[src/rtl/framed_serial_rx.sv]
module framed_serial_rx #(
  parameter int WORD_W = 16,
  parameter int TMO_W  = 8,
  parameter int BATCH  = 4
) (
  input  logic              clk,
  input  logic              rst_n,
  input  logic              rx_en,
  input  logic              sclk_in,
  input  logic              sdat_in,
  input  logic [TMO_W-1:0]  eof_limit,
  input  logic [2:0]        sts_clr,
  output logic              push_valid,
  output logic [WORD_W-1:0] push_word,
  output logic              frame_active,
  output logic              batch_evt,
  output logic [2:0]        sts,
  output logic              irq
);

  localparam int BC_W = $clog2(WORD_W + 1);
  localparam int WC_W = (BATCH > 1) ? $clog2(BATCH) : 1;

  logic [2:0]        sck_q;
  logic [1:0]        sd_q;
  logic [TMO_W-1:0]  idle_cnt;
  logic [BC_W-1:0]   bit_cnt;
  logic [WORD_W-1:0] shreg;
  logic [WC_W-1:0]   wcnt;
  logic              chk_evt, eof_evt;

  wire fall      = sck_q[2] & ~sck_q[1];
  wire bit_in    = sd_q[1];
  wire zero_det  = rx_en & fall & ~bit_in;
  wire eof_hit   = frame_active & (idle_cnt == eof_limit);
  wire take      = frame_active & ~eof_hit & rx_en & fall;
  wire last      = (bit_cnt == BC_W'(WORD_W));
  wire word_done = take & last;
  wire chk_bad   = (bit_in == shreg[0]);
  wire batch_hit = word_done & (wcnt == WC_W'(BATCH - 1));

  always_ff @(posedge clk or negedge rst_n) begin
    if (!rst_n) begin
      sck_q <= '1;
      sd_q  <= '1;
    end else begin
      sck_q <= {sck_q[1:0], sclk_in};
      sd_q  <= {sd_q[0], sdat_in};
    end
  end

  always_ff @(posedge clk or negedge rst_n) begin
    if (!rst_n) frame_active <= 1'b0;
    else if (frame_active) frame_active <= ~eof_hit;
    else frame_active <= zero_det;
  end

  always_ff @(posedge clk or negedge rst_n) begin
    if (!rst_n) idle_cnt <= '0;
    else if (!frame_active || fall) idle_cnt <= '0;
    else if (idle_cnt != '1) idle_cnt <= idle_cnt + 1'b1;
  end

  always_ff @(posedge clk or negedge rst_n) begin
    if (!rst_n) begin
      bit_cnt <= '0;
      shreg   <= '0;
    end else if (!frame_active || !rx_en) begin
      bit_cnt <= '0;
    end else if (take) begin
      if (last) bit_cnt <= '0;
      else begin
        bit_cnt <= bit_cnt + 1'b1;
        shreg   <= {shreg[WORD_W-2:0], bit_in};
      end
    end
  end

  always_ff @(posedge clk or negedge rst_n) begin
    if (!rst_n) wcnt <= '0;
    else if (!frame_active) wcnt <= '0;
    else if (word_done) wcnt <= batch_hit ? '0 : wcnt + 1'b1;
  end

  always_ff @(posedge clk or negedge rst_n) begin
    if (!rst_n) begin
      push_valid <= 1'b0;
      push_word  <= '0;
      batch_evt  <= 1'b0;
      chk_evt    <= 1'b0;
      eof_evt    <= 1'b0;
      sts        <= '0;
    end else begin
      push_valid <= word_done;
      if (word_done) push_word <= shreg;
      batch_evt  <= batch_hit;
      chk_evt    <= word_done & chk_bad;
      eof_evt    <= eof_hit;
      sts        <= (sts & ~sts_clr) | {eof_evt, chk_evt, batch_evt};
    end
  end

  assign irq = |sts;

  assert_push_in_frame_R1: assert property (@(posedge clk) disable iff (!rst_n)
    push_valid |-> frame_active);
  assert_batch_with_push_R5: assert property (@(posedge clk) disable iff (!rst_n)
    batch_evt |-> push_valid);
  assert_eof_closes_R3: assert property (@(posedge clk) disable iff (!rst_n)
    (frame_active && eof_hit) |=> !frame_active);
  assert_no_start_disabled_R7: assert property (@(posedge clk) disable iff (!rst_n)
    (!rx_en && !frame_active) |=> !frame_active);
  assert_eof_only_active_R6: assert property (@(posedge clk) disable iff (!rst_n)
    $rose(sts[2]) |-> $past(!frame_active) && $past(frame_active, 2));
  assert_clear_batch_R8: assert property (@(posedge clk) disable iff (!rst_n)
    (sts_clr[0] && !batch_evt) |=> !sts[0]);
  assert_irq_or_R8: assert property (@(posedge clk) disable iff (!rst_n)
    irq == (sts != 3'b000));

endmodule

[config.mk]
export PLATFORM = sky130hd
export DESIGN_NAME = framed_serial_rx
export DESIGN_NICKNAME = d
export VERILOG_FILES = /design/src/rtl/framed_serial_rx.sv
export SDC_FILE = /design/constraint.sdc
export NUM_CORES = 1
export LEC_CHECK = 0
export ABC_AREA = 1
export BUFFER_PORTS_ARGS = -buffer_cell sky130_fd_sc_hd__buf_2
export CAP_MARGIN = 20
export CORE_MARGIN = 8
export CORE_UTILIZATION = 53
export CTS_CLUSTER_SIZE = 16
export DETAILED_ROUTE_END_ITERATION = 7
export GPL_TIMING_DRIVEN = 0
export PLACE_DENSITY = 0.83
export SYNTH_ARGS = -nofsm -noshare
export SYNTH_HDL_FRONTEND = slang
export SYNTH_SLANG_ARGS = --single-unit
[constraint.sdc]
create_clock -name clk -period 2.29 [get_ports clk]
set_clock_uncertainty 0.15 [all_clocks]
set_input_delay 0.3435 -clock clk [delete_from_list [all_inputs] [get_ports clk]]
set_output_delay 0.3435 -clock clk [all_outputs]
set_load 0.05 [all_outputs]
==> metrics.cfg <==
[detailed_routing]
routed-via-count=1974
drtAntennaViolNets=0
m1WireLength_mm=2.18
drt-total-wl_mm=5.03
drt_first_pass_iters=4
routedWlPerCell_um=13.0
drc=0
viasPerCell=5.11
drt-initial-drc-count=125
met2_length_mm=2.51
highest_layer=met4
wl_met3_um=269

[grt]
grt_usage_pct=15.3
grt_pass1_vias=2012
antenna_found_initial=0
grt_max_degree=43
grt.overflow.total=0
grt_pass1_wl_mm=8.87

[synth]
synth_top_cell_area_share_pct=54.1
post-synth-top-count-cell=nand2_1
synth_top_cells_by_area=dfrtp_1 (54%), nand2_1 (10%), o21ai_1 (6.3%), inv_1 (5.6%), dfstp_2 (5.2%)
ys_ff_latch=60
avgSynthCellArea_um2=9.25
synth_edf_count=0
yosysWarnings=0
synth_cells=275
synthArstFlopShare_pct=100
synth_commonest_cells=nand2_1 (71), dfrtp_1 (55), inv_1 (38)
syn_area_um2=2540
synth.distinct_cells=26
ys.flop_type=dfrtp_1
syn-num-nets=295
yosysTopAreaCell=dfrtp_1
ys_seq_area_share_pct=59.2

[final_layout]
area_growth_syn_to_layout_pct=20.2
diodes=0
drive_above_1_share_pct=21.4
finalCoreUtilization_pct=65.2
nNetsFinal=348

[clock_tree]
cts.sinks=60
cts_tree=built
h-tree-depth=3
cts_buffers=9
clkLatencyLatePin_ns=0.32
cts_max_path_buffers=2
cts_setup_buffers=0
root_buffer=clkbuf_8
cts_resized=0
clk_pin_slew_ns=0.07

[floorplan]
die_area_um2=7280
die_h_um=85.3
rows=25
pin_count=39
initial_utilization_pct=54.2
core_area_um2=4690
die_x_um=85.3

[timing]
final_hold_viol_count=0
finalSetupViolations=0
final.period_utilization_pct=83.3
slew_headroom_pct=70.1
worstMarginPinSlew_ns=0.448
fin_crit_ns=1.91
max_freq_ghz=0.524
tns_ns=0
rsz0062_at_grt=no
hold_ws_ns=0.0453
report.final.slew_viol_count=0

[place]
portBuffers=38
hpwl_mm=3.62
place.gp.congestion=0.782

[worst_setup_path]
endpoint_kind=flip-flop
crit_type=flip-flop to flip-flop
crit_path_top_delay_cell=dfrtp_1
required_ns=2.35
crit_top_cell=nand2_1
cp_top_family=simple AND/OR/NAND/NOR gates
critPathMaxStageDelay_ns=0.43
cp_max_fo=10
critPathLaunchType=flip-flop
crit_arrival_ns=1.97
path_buf_inv=2
crit_chain=inv_1, ha_1, nand2_1, nor3_2, nand3_4, buf_2, nand2_1, o21ai_1

[power_and_ir_drop]
pwr-share-seq_pct=48.5
power.internal_mw=1.84
p_leak_nw=1.50
switchingPower_mw=0.623
irDropWorstVdd_uv=460
p_clk_share_pct=40.4
p_sw_share_pct=25.3
combPwrFrac_pct=11.1
p_per_area_nw_per_um2=804

[job]
maxCapViolCount=0

[hold_path]
hold_class=input port to flip-flop

[run_status]
status=completed

cells by family (layout without fill, tap and decap cells):
group	count (synthesis)	in the layout	share of synthesized area (%)
and+or+nand+nor	109	109	18.6
DFF	60	60	59.2
AOI/OAI and AO/OA	51	51	11.0
buffers and inverters	44	101	6.78
xor gates and xnor gates	7	7	2.41
adders and majority gates	4	4	1.97
power groups by stage:
stage | combinational, mW | clock, mW | sequential (mW)
after floorplan | 0.178 | 0 | 1.21
after global placement | 0.253 | 0 | 1.20
after detailed placement | 0.270 | 0 | 1.21
after CTS | 0.276 | 1.01 | 1.19
after global routing | 0.316 | 1.07 | 1.20
final | 0.273 | 0.995 | 1.19
routing by layer:
metal / track usage (%) / up-vias
li1: - / 976
met1: 17.6 / 952
met2: 25.1 / 41
met3: 3.96 / 5
met4: 9.08 / 0
met5: 0 / -
layout by cell type, fill, tap and decap left out, types with 2 or more instances in the layout:
cell	count
nand2_1	71
dfrtp_1	55
buf_2	44
inv_1	38
o21ai_1	32
nor2_1	15
nand3_1	12
clkbuf_8	9
o21ai_0	8
xnor2_1	5
dfstp_2	5
a21oi_1	4
ha_1	4
o21bai_1	3
nor3_1	3
dlygate4sd3_1	3
xor2_1	2
a31oi_1	2
clkinv_2	2
bufinv_16	2
through the flow:
stage | setup slack, ns | power, mW | instance area, um2 | instances
6_report | 0.382 | 2.46 | 3060 | 386
5_1_grt | 0.186 | 2.59 | 3060 | 386
4_1_cts | 0.372 | 2.48 | 3060 | 386
3_5_place_dp | 0.374 | 1.48 | 2820 | 368
3_3_place_gp | 0.465 | 1.46 | 2800 | 367
2_1_floorplan | 0.408 | 1.38 | 2540 | 275
final cells by class:
type	count	area (um2)
Inverter	38	143
Multi-Input combinational cell	171	865
Clock buffer	10	128
Timing Repair Buffer	42	240
Fill cell	371	1630
Buffer	6	30.0
Clock inverter	5	77.6
Sequential cell	60	1510
Tap cell	54	67.6
repair_timing:
action | CTS | global route
hold buffers | 3 | 0
hold endpoints to repair | 20 | 0
endpoints found under the setup margin | 0 | 0
state kept, by name, summed over array words and instances, names as in the netlist:
signal and cells:
eof_evt 1, batch_evt 1, idle_cnt 8, shreg 16, sck_q 3, bit_cnt 5, push_valid 1, push_word 16
sd_q 2, wcnt 2, sts 3, frame_active 1, chk_evt 1
worst paths after layout:
path                                              from                       end  slack [ns]  cells past startpoint
worst min register to register      sck_q[1]$_DFF_PN1_        sck_q[2]$_DFF_PN1_        0.21                      0
worst max-delay path            bit_cnt[0]$_DFFE_PN0P_  push_word[5]$_DFFE_PN0P_        0.38                      8
worst min-delay path                        sts_clr[1]          sts[1]$_DFF_PN0_        0.05                      2
worst max register to register  bit_cnt[0]$_DFFE_PN0P_  push_word[5]$_DFFE_PN0P_        0.38                      8
max in group asynchronous                        rst_n         sd_q[0]$_DFF_PN1_        1.03                      3
min in group asynchronous                        rst_n   idle_cnt[2]$_DFFE_PN0P_        0.34                      2
(Power assumes the default switching activity.)
